--- src/rtl/lsu_align_pkg.sv ---
package lsu_align_pkg;
  localparam int DATA_W = 32;
  localparam int BYTES  = DATA_W / 8;
  localparam int OFF_W  = $clog2(BYTES);

  typedef enum logic [1:0] {
    SZ_BYTE  = 2'd0,
    SZ_HALF  = 2'd1,
    SZ_WORD  = 2'd2,
    SZ_DWORD = 2'd3
  } acc_size_e;
endpackage

--- src/rtl/lsu_agen.sv ---
module lsu_agen
  import lsu_align_pkg::*;
#(
  parameter int AW    = 32,
  parameter int IMM_W = 13
) (
  input  logic [AW-1:0]    rs1_i,
  input  logic [AW-1:0]    rs2_i,
  input  logic [IMM_W-1:0] imm_i,
  input  logic             use_imm_i,
  input  acc_size_e        size_i,
  output logic [AW-1:0]    addr_o,
  output logic             misal_o
);
  logic [AW-1:0] offs;

  assign offs   = use_imm_i ? {{(AW-IMM_W){imm_i[IMM_W-1]}}, imm_i} : rs2_i;
  assign addr_o = rs1_i + offs;

  always_comb begin
    unique case (size_i)
      SZ_BYTE:  misal_o = 1'b0;
      SZ_HALF:  misal_o = addr_o[0];
      SZ_WORD:  misal_o = |addr_o[1:0];
      default:  misal_o = |addr_o[2:0];
    endcase
  end
endmodule

--- src/rtl/lsu_store_lane.sv ---
module lsu_store_lane
  import lsu_align_pkg::*;
(
  input  acc_size_e          size_i,
  input  logic [OFF_W-1:0]   off_i,
  input  logic [DATA_W-1:0]  data_i,
  output logic [BYTES-1:0]   be_o,
  output logic [DATA_W-1:0]  wdata_o
);
  localparam logic [BYTES-1:0] BE_TOP = {1'b1, {(BYTES-1){1'b0}}};
  localparam logic [BYTES-1:0] HALF_HI = {{(BYTES/2){1'b1}}, {(BYTES/2){1'b0}}};

  always_comb begin
    unique case (size_i)
      SZ_BYTE: begin
        be_o    = BE_TOP >> off_i;
        wdata_o = {BYTES{data_i[7:0]}};
      end
      SZ_HALF: begin
        be_o    = off_i[OFF_W-1] ? ~HALF_HI : HALF_HI;
        wdata_o = {(BYTES/2){data_i[15:0]}};
      end
      default: begin
        be_o    = '1;
        wdata_o = data_i;
      end
    endcase
  end
endmodule

--- src/rtl/lsu_load_lane.sv ---
module lsu_load_lane
  import lsu_align_pkg::*;
(
  input  acc_size_e          size_i,
  input  logic [OFF_W-1:0]   off_i,
  input  logic               signed_i,
  input  logic [DATA_W-1:0]  rdata_i,
  output logic [DATA_W-1:0]  value_o
);
  logic [7:0]  byte_sel;
  logic [15:0] half_sel;

  // lowest offset holds the most significant lane
  assign byte_sel = rdata_i[8*(BYTES-1-int'(off_i)) +: 8];
  assign half_sel = off_i[OFF_W-1] ? rdata_i[15:0] : rdata_i[DATA_W-1 -: 16];

  always_comb begin
    unique case (size_i)
      SZ_BYTE: value_o = {{(DATA_W-8){signed_i & byte_sel[7]}}, byte_sel};
      SZ_HALF: value_o = {{(DATA_W-16){signed_i & half_sel[15]}}, half_sel};
      default: value_o = rdata_i;
    endcase
  end
endmodule

--- src/rtl/lsu_align.sv ---
module lsu_align
  import lsu_align_pkg::*;
#(
  parameter int AW     = 32,
  parameter int IMM_W  = 13,
  parameter int RIDX_W = 5
) (
  input  logic              clk_i,
  input  logic              rst_ni,
  input  logic              req_i,
  input  logic              we_i,
  input  logic [1:0]        size_i,
  input  logic              signed_i,
  input  logic [AW-1:0]     rs1_i,
  input  logic [AW-1:0]     rs2_i,
  input  logic [IMM_W-1:0]  imm_i,
  input  logic              use_imm_i,
  input  logic [RIDX_W-1:0] rd_i,
  input  logic [DATA_W-1:0] st_data_i,
  input  logic [DATA_W-1:0] st_data2_i,
  output logic              busy_o,
  output logic              fault_o,
  output logic              mem_req_o,
  output logic              mem_we_o,
  output logic [AW-1:0]     mem_addr_o,
  output logic [BYTES-1:0]  mem_be_o,
  output logic [DATA_W-1:0] mem_wdata_o,
  input  logic [DATA_W-1:0] mem_rdata_i,
  output logic              wb_valid_o,
  output logic [RIDX_W-1:0] wb_reg_o,
  output logic [DATA_W-1:0] wb_data_o
);
  localparam logic [AW-1:0] WORD_STEP = AW'(BYTES);

  acc_size_e         req_size, lane_size;
  logic [AW-1:0]     eff_addr, word_addr;
  logic              misal, accept, go;
  logic [OFF_W-1:0]  lane_off;
  logic [DATA_W-1:0] lane_src, st_wdata, ld_value;
  logic [BYTES-1:0]  st_be;
  logic [RIDX_W-1:0] cur_rd, pair_even;

  logic              pend_q, pend_we_q;
  logic [AW-1:0]     pend_addr_q;
  logic [DATA_W-1:0] pend_data_q;
  logic [RIDX_W-1:0] pend_rd_q;
  logic              fault_q, wb_valid_q;
  logic [RIDX_W-1:0] wb_reg_q;
  logic [DATA_W-1:0] wb_data_q;

  assign req_size = acc_size_e'(size_i);

  lsu_agen #(.AW(AW), .IMM_W(IMM_W)) u_agen (
    .rs1_i     (rs1_i),
    .rs2_i     (rs2_i),
    .imm_i     (imm_i),
    .use_imm_i (use_imm_i),
    .size_i    (req_size),
    .addr_o    (eff_addr),
    .misal_o   (misal)
  );

  assign busy_o    = pend_q;
  assign accept    = req_i && !pend_q;
  assign go        = accept && !misal;
  assign word_addr = {eff_addr[AW-1:OFF_W], {OFF_W{1'b0}}};
  assign pair_even = {rd_i[RIDX_W-1:1], 1'b0};

  // second doubleword beat overrides the request path
  always_comb begin
    if (pend_q) begin
      lane_size   = SZ_WORD;
      lane_off    = '0;
      lane_src    = pend_data_q;
      mem_we_o    = pend_we_q;
      mem_addr_o  = pend_addr_q;
      cur_rd      = pend_rd_q;
    end else begin
      lane_size   = (req_size == SZ_DWORD) ? SZ_WORD : req_size;
      lane_off    = eff_addr[OFF_W-1:0];
      lane_src    = st_data_i;
      mem_we_o    = we_i;
      mem_addr_o  = word_addr;
      cur_rd      = (req_size == SZ_DWORD) ? pair_even : rd_i;
    end
  end

  assign mem_req_o = go || pend_q;

  lsu_store_lane u_st (
    .size_i  (lane_size),
    .off_i   (lane_off),
    .data_i  (lane_src),
    .be_o    (st_be),
    .wdata_o (st_wdata)
  );

  lsu_load_lane u_ld (
    .size_i   (lane_size),
    .off_i    (lane_off),
    .signed_i (signed_i && !pend_q),
    .rdata_i  (mem_rdata_i),
    .value_o  (ld_value)
  );

  assign mem_be_o    = mem_req_o ? st_be : '0;
  assign mem_wdata_o = st_wdata;

  always_ff @(posedge clk_i or negedge rst_ni) begin
    if (!rst_ni) begin
      pend_q      <= 1'b0;
      pend_we_q   <= 1'b0;
      pend_addr_q <= '0;
      pend_data_q <= '0;
      pend_rd_q   <= '0;
      fault_q     <= 1'b0;
      wb_valid_q  <= 1'b0;
      wb_reg_q    <= '0;
      wb_data_q   <= '0;
    end else begin
      pend_q     <= go && (req_size == SZ_DWORD);
      fault_q    <= accept && misal;
      wb_valid_q <= mem_req_o && !mem_we_o;
      if (go && (req_size == SZ_DWORD)) begin
        pend_we_q   <= we_i;
        pend_addr_q <= word_addr + WORD_STEP;
        pend_data_q <= st_data2_i;
        pend_rd_q   <= {rd_i[RIDX_W-1:1], 1'b1};
      end
      if (mem_req_o && !mem_we_o) begin
        wb_reg_q  <= cur_rd;
        wb_data_q <= ld_value;
      end
    end
  end

  assign fault_o    = fault_q;
  assign wb_valid_o = wb_valid_q;
  assign wb_reg_o   = wb_reg_q;
  assign wb_data_o  = wb_data_q;

  p_fault_nowb_r2: assert property (@(posedge clk_i) disable iff (!rst_ni)
    fault_o |-> !wb_valid_o);

  p_fault_noreq_r2: assert property (@(posedge clk_i) disable iff (!rst_ni)
    fault_o |-> $past(!mem_req_o));

  p_be_shape_r6: assert property (@(posedge clk_i) disable iff (!rst_ni)
    (mem_req_o && mem_we_o) |->
      ($countones(mem_be_o) == 1 || $countones(mem_be_o) == 2 || $countones(mem_be_o) == BYTES));

  p_dword_next_r8: assert property (@(posedge clk_i) disable iff (!rst_ni)
    busy_o |-> (mem_req_o && mem_addr_o == $past(mem_addr_o) + WORD_STEP));

  p_busy_once_r9: assert property (@(posedge clk_i) disable iff (!rst_ni)
    busy_o |=> !busy_o);

  p_wb_follows_r10: assert property (@(posedge clk_i) disable iff (!rst_ni)
    wb_valid_o |-> $past(mem_req_o && !mem_we_o));
endmodule

--- config.mk ---
export PLATFORM = sky130hd
export DESIGN_NAME = lsu_align
export DESIGN_NICKNAME = d
export VERILOG_FILES = /design/src/rtl/lsu_align_pkg.sv /design/src/rtl/lsu_agen.sv /design/src/rtl/lsu_store_lane.sv /design/src/rtl/lsu_load_lane.sv /design/src/rtl/lsu_align.sv
export SDC_FILE = /design/constraint.sdc
export NUM_CORES = 1
export LEC_CHECK = 0
export ABC_AREA = 1
export BUFFER_PORTS_ARGS = -buffer_cell sky130_fd_sc_hd__buf_2
export CAP_MARGIN = 10
export CORE_MARGIN = 5
export CORE_UTILIZATION = 50
export CTS_BUF_LIST = sky130_fd_sc_hd__clkbuf_16
export DETAILED_ROUTE_END_ITERATION = 12
export PLACE_DENSITY_LB_ADDON = 0.08
export SLEW_MARGIN = 20
export SYNTH_ARGS = -nofsm -noshare
export SYNTH_HDL_FRONTEND = slang
export SYNTH_HIERARCHICAL = 1
export SYNTH_SLANG_ARGS = --single-unit
--- constraint.sdc ---
create_clock -name clk_i -period 4.5 [get_ports clk_i]
set_input_delay 0.9 -clock clk_i [delete_from_list [all_inputs] [get_ports clk_i]]
set_output_delay 0.9 -clock clk_i [all_outputs]
set_load 0.05 [all_outputs]
==> results of run 1 <==
==> cell type report <==
type	count	area share, %
clock inverters	7	0.703
well taps	265	2.74
flip-flops and latches	108	22.3
multi-input cells	1277	49.5
inverters	193	6.08
repair buffers	353	16.7
diodes	1	0.0207
clock buffers	9	1.86
==> worst register-to-register path, stage by stage, from the launching register on <==
cell and delay [ns]:
dfrtp_2 0.38, buf_4 0.73, nor2_1 0.21, buf_4 0.27, inv_4 0.15, nand2_1 0.08
nand2_2 0.09, nand3_2 0.36, nand3_1 0.25, nand2_1 0.08, nand2_1 0.08
==> cell families (layout without fill, tap and decap cells) <==
kind of cell / after synthesis / after routing
AOI/OAI and AO/OA: 117 / 117
xor gates and xnor gates: 20 / 20
adders and majority gates: 33 / 33
buffers and inverters: 261 / 562
DFF: 108 / 108
muxes: 12 / 12
other: 1 / 3
and+or+nand+nor: 1093 / 1093
==> worst paths after layout <==
path	to	slack (ns)	cells after the start	startpoint
max	mem_be_o[3]	0.17	12	use_imm_i
min reg2reg	pend_rd_q[0]	0.46	2	pend_rd_q[0]
max in group asynchronous	pend_data_q[0]	2.93	2	rst_ni
min	pend_rd_q[0]	0.46	2	pend_rd_q[0]
max reg2reg	wb_data_o[23]	1.76	10	busy_o
min in group asynchronous	wb_data_o[14]	0.61	1	rst_ni
==> stage by stage <==
step	std cells	setup TNS [ns]	hold slack, ns
2_1_floorplan	1646	0	0.419
3_3_place_gp	2195	-0.0450	0.434
3_5_place_dp	2195	-0.196	0.446
4_1_cts	2211	0	0.464
5_1_grt	2213	-0.00282	0.483
6_report	2213	0	0.461
==> power by group through the flow <==
stage	clock network, uW	logic [uW]	registers [uW]
after floorplan	0	1420	1800
after global placement	0	2480	1440
after detailed placement	0	2510	1440
after CTS	863	2520	1430
after global routing	898	2780	1470
final	847	2540	1430
==> flip-flops by register name, summed over array words and instances, names as in the netlist <==
| name | flops |
|---|---|
| pend_data_q | 32 |
| wb_data_o | 32 |
| pend_addr_q | 30 |
| pend_rd_q | 5 |
| wb_reg_o | 5 |
| busy_o | 1 |
| fault_o | 1 |
| pend_we_q | 1 |
| wb_valid_o | 1 |
==> Yosys cell counts (all sizes together), types with 2 or more instances <==
master	instances	area [um2]
dfrtp	108	2700
o211ai	6	45.0
or2	5	31.3
buf	43	324
nor2	94	384
xor2	19	166
o21ai	83	419
a21oi	24	120
inv	193	732
nor3	6	30.0
ha	32	400
nand3	115	766
o21bai	2	15.0
clkbuf	25	104
and2	3	18.8
nand2	866	3290
nand4	3	18.8
mux2	12	135
==> placed cells by master (no fill, tap or decap), types with 7 or more instances in the layout <==
cell type	Yosys	layout
clkbuf_4	0	7
nand3_2	38	39
buf_2	18	276
buf_4	13	63
nor2_2	0	9
a21oi_1	24	23
dfrtp_1	108	107
nor2_1	91	80
xor2_1	19	17
nand2_2	9	13
nand2_1	855	851
o21ai_1	12	33
o21ai_0	70	47
clkbuf_16	0	9
mux2_2	12	12
inv_1	185	184
nand3_1	77	76
ha_1	32	29
==> repair_timing <==
action                     in CTS  in global routing
gates resized for setup         2                 42
hold buffers                    0                  0
gates cloned                    0                  0
setup endpoints to repair       8                 23
setup buffers                   0                  1
pin swaps                       0                  2
==> routing by layer <==
layer | wire, um | vias up
met5 | 0 | -
met4 | 958 | 0
met3 | 1610 | 63
met2 | 15300 | 318
li1 | - | 5624
met1 | 13000 | 4820
==> metrics.txt, run 1 <==
critical path cell sequence=buf_4 > mux2_2 > ha_1 > fa_1 > buf_4 > xor2_1 > nand2_1 > a21oi_1 > o21ai_4 > clkinvlp_4 > nor2_2 > buf_2; Simple-Gate Fraction of Synth Area=46.6%; initial antenna violation count=1; VDD IR max=0.000196 V; CP arrival=3.43 ns; Max Cap Viol=0; CP delay by family, top=buffers and inverters; layer with the highest usage=met2; layout cells sized above 1=24.2%; Worst path slowest cell=fa_1; Tightest Pin Transition=0.935 ns; initial core utilization=50.4%; DP Wirelength=24600 um; Max FO, Critical Path=18; Tot GR Track Use=27.3%; EDFF count, synth=0; GRT met3 Usage=3.27%; Multi-input gate area=5990 um2; worst path required time=3.60 ns; met2 Usage GRT=48.5%; Post-route DRC=0; post-synthesis sequential area ratio=27.7%; #FFs+latches synth=108; Pre-antenna DRT Iters=6; Ports=296; Finished Core Util=62.6%; Fill cells=1975; GRT overflow=0; Core ar.=19300 um2; cells after synthesis=1645; compound-cell area share of the yosys netlist=6.30%; via count=10800; status=complete, no violations; total chip power=4820 uW; worst clock skew=0.00730 ns; top_reg_cell synth=dfrtp_1; die height=150 um; multiplexer share of the synthesized area=1.39%; average wire per standard cell=13.9 um; vias in the first global route=10300; yosys warns=6; adder-cell share of the synthesized area=4.31%; drt total wl=30800 um; Post-Synth XOR/XNOR Area=1.80%; IO Port Bufs=293; fmax=231 MHz; Fin. Hold Viols=0; design area=12100 um2; main combinational cell family by area after synthesis=simple AND/OR/NAND/NOR gates; first-pass GRT wire length=49600 um; Worst setup SP type=input pin; crit path time final=4.33 ns; CP endpoint kind=output port; Buf+Inv Stages, Crit Path=4; Layout area overhead=24.0%; power per cell area=398 nW/um2; Rel. slew slack=37.7%; Placement Rows=51; largest net degree at the start of global routing=93; die width=150 um; switching part of the total=48.8%; initial drt markers=597; period utilization=96.3%; Reg power frac=29.7%; switching power=2350 uW; placed inst area=11700 um2; Register Area=2700 um2; FFs w/ async S/R, synth=100%; clock network power share=17.6%; pre-CTS setup slack=-0.0595 ns; CP peak stage delay=0.40 ns; CTS root buf=clkbuf_16; Final GP Congestion=0.930; grt met1 use=34.0%; power share of the combinational group=52.7%; Distinct cells, synth=41; Sink Count=108; antenna viol nets, final=0; nets=2161; die area=22400 um2; Hold Path Class=flop to flop; CTS tree=built; Crit Path Class=input pin to output port; Slew Limit Fails=0; Max Buffers Root-to-Sink=2; clock latency on the worst-skew pair=0.35 ns; internal power component=2470 uW; H-tree levels=3; Cell Area, Synth=9750 um2; leakage power=0.00745 uW; Avg Cell Area, Syn=5.93 um2; Final WS setup=0.167 ns; clock slew at reported path FFs=0.07 ns; TritonCTS buffer count=9; final setup fails=0; vias per cell=4.89; Critical Path Most Common Cell=buf_4
No activity file was read; power rests on OpenSTA's default activity.
==> run 2, diff against run 1 <==
Settings changed: CORE_UTILIZATION 50 to 53.
==> metrics.txt, run 2 (synthesized netlist as in run 1, its figures left out) <==
RSZ-0062 raised after global routing=yes; Tightest Pin Transition=0.977 ns; crit path time final=4.33 ns; IO Port Bufs=293; critical path cell sequence=buf_2 > mux2_2 > ha_1 > fa_1 > xor2_1 > nand2_1 > a21oi_1 > o21ai_4 > inv_1 > nor2_2 > buf_2; worst clock skew=0.00933 ns; initial drt markers=624; antenna viol nets, final=0; DP Wirelength=24900 um; Crit Path Class=input pin to output port; period utilization=96.2%; die width=146 um; worst path required time=3.60 ns; H-tree levels=3; most frequent cells in the layout=nand2_1, buf_2, inv_1; vias in the first global route=10400; Worst setup SP type=input pin; Fin. Hold Viols=0; FF-to-FF End=wb_data_o[28]; status=complete, no violations; Setup TNS Final=0 ns; Critical Path Most Common Cell=buf_2; GRT overflow=0; Final GP Congestion=0.927; CP delay by family, top=buffers and inverters; Hold-fix buffers, CTS=0; Max Buffers Root-to-Sink=2; Hold Path Class=flop to flop; CTS root buf=clkbuf_16; CP Launch Point=use_imm_i; Ports=296; Worst path slowest cell=fa_1; CP peak stage delay=0.45 ns; commonest non-fill, non-tap cell in the layout=nand2_1; clock latency on the worst-skew pair=0.36 ns; die area=21200 um2; Reg2Reg Setup Slack=1.79 ns; Slew Limit Fails=0; reg2reg path depth=10; layout cells sized above 1=23.0%; worst setup path end=mem_be_o[3]; largest net degree at the start of global routing=93; Sink Count=108; drt total wl=31300 um; worst hold slack=0.466 ns; Layout area overhead=21.7%; Rel. slew slack=34.9%; first-pass GRT wire length=50900 um; Tot GR Track Use=28.7%; die height=146 um; CP arrival=3.43 ns; VDD IR max=0.000320 V; TritonCTS buffer count=9; Post-route DRC=0; Buf+Inv Stages, Crit Path=3; clock slew at reported path FFs=0.07 ns; Pre-antenna DRT Iters=5; Placement Rows=49; Fill cells=1751; Max FO, Critical Path=5; power per cell area=402 nW/um2; nets=2144; final setup fails=0; CTS tree=built; Max Cap Viol=0; initial core utilization=54.1%; Core ar.=18000 um2; initial antenna violation count=0; fmax=231 MHz; leakage power=0.00737 uW; CP endpoint kind=output port; Levels on crit path=11; vias per cell=5.00; via count=10800; worst r2r src=busy_o; average wire per standard cell=14.5 um
==> run 2: cell types whose count changed in the layout (fill, tap and decap cells not counted), sizes merged <==
cell      previous run  this run
diode                1         2
clkinvlp             2         1
inv                194       198
buf                346       328
clkbuf              16        17
clkinv               3         0
==> run 2: power by group <==
group | switching [uW] | internal, uW
clock network | 389 | 437
registers | 165 | 1270
logic | 1780 | 722
total | 2340 | 2430
==> run 2: through the flow <==
step | total power [uW] | instances | utilization, % | setup slack, ns | cell area (um2)
global route | 5090 | 2159 | 65.8 | -0.0208 | 11900
floorplan | 3220 | 1646 | - | 0.00678 | 9790
global placement | 3890 | 2142 | 63.6 | 0.103 | 11500
detailed placement | 3920 | 2142 | 63.6 | 0.0763 | 11500
CTS | 4760 | 2158 | 65.3 | 0.0628 | 11800
finish | 4770 | 2161 | 65.8 | 0.170 | 11900
==> run 2: cell type report <==
class                           instances  area (um2)  area share (%)
Clock buffer                            9         225            1.90
Tap cell                              229         287            2.41
Inverter                              193         732            6.17
Sequential cell                       108        2700            22.8
Timing Repair Buffer                  336        1860            15.7
Clock inverter                          7        73.8           0.622
Antenna cell                            2        5.00          0.0422
Multi-Input combinational cell       1277        5980            50.4
==> run 2: how the worst min path moves through the flow <==
| stage | start | end | slack (ns) | cells past startpoint |
|---|---|---|---|---|
| floorplan | pend_rd_q[0] | pend_rd_q[0] | 0.42 | 2 |
| global placement | pend_rd_q[0] | pend_rd_q[0] | 0.45 | 2 |
| detailed placement | wb_reg_o[0] | wb_reg_o[0] | 0.45 | 2 |
| CTS | wb_reg_o[0] | wb_reg_o[0] | 0.47 | 2 |
| global route | pend_addr_q[25] | pend_addr_q[25] | 0.50 | 2 |
| finish | wb_reg_o[0] | wb_reg_o[0] | 0.47 | 2 |
==> run 2: worst register-to-register path, cell delays in order, from the launching register on <==
cell and delay (ns):
dfrtp_2 0.37, buf_4 0.73, nor2_1 0.22, buf_4 0.27
inv_4 0.15, nand2_1 0.08, nand2_2 0.09, nand3_2 0.37
nand3_1 0.23, nand2_1 0.07, nand2_1 0.07
==> run 2: metal layers <==
layer	vias to the layer above	global-route usage, %	wire, um
li1	5576	-	-
met1	4824	35.2	12900
met2	323	50.4	15300
met3	76	4.52	1840
met4	0	11.1	1210
met5	-	0	0
==> run 2: what timing repair did <==
action	4_1_cts	5_1_grt
endpoints found under the hold margin	0	0
resized for setup	0	35
setup endpoints to repair	0	16
buffers inserted	0	1
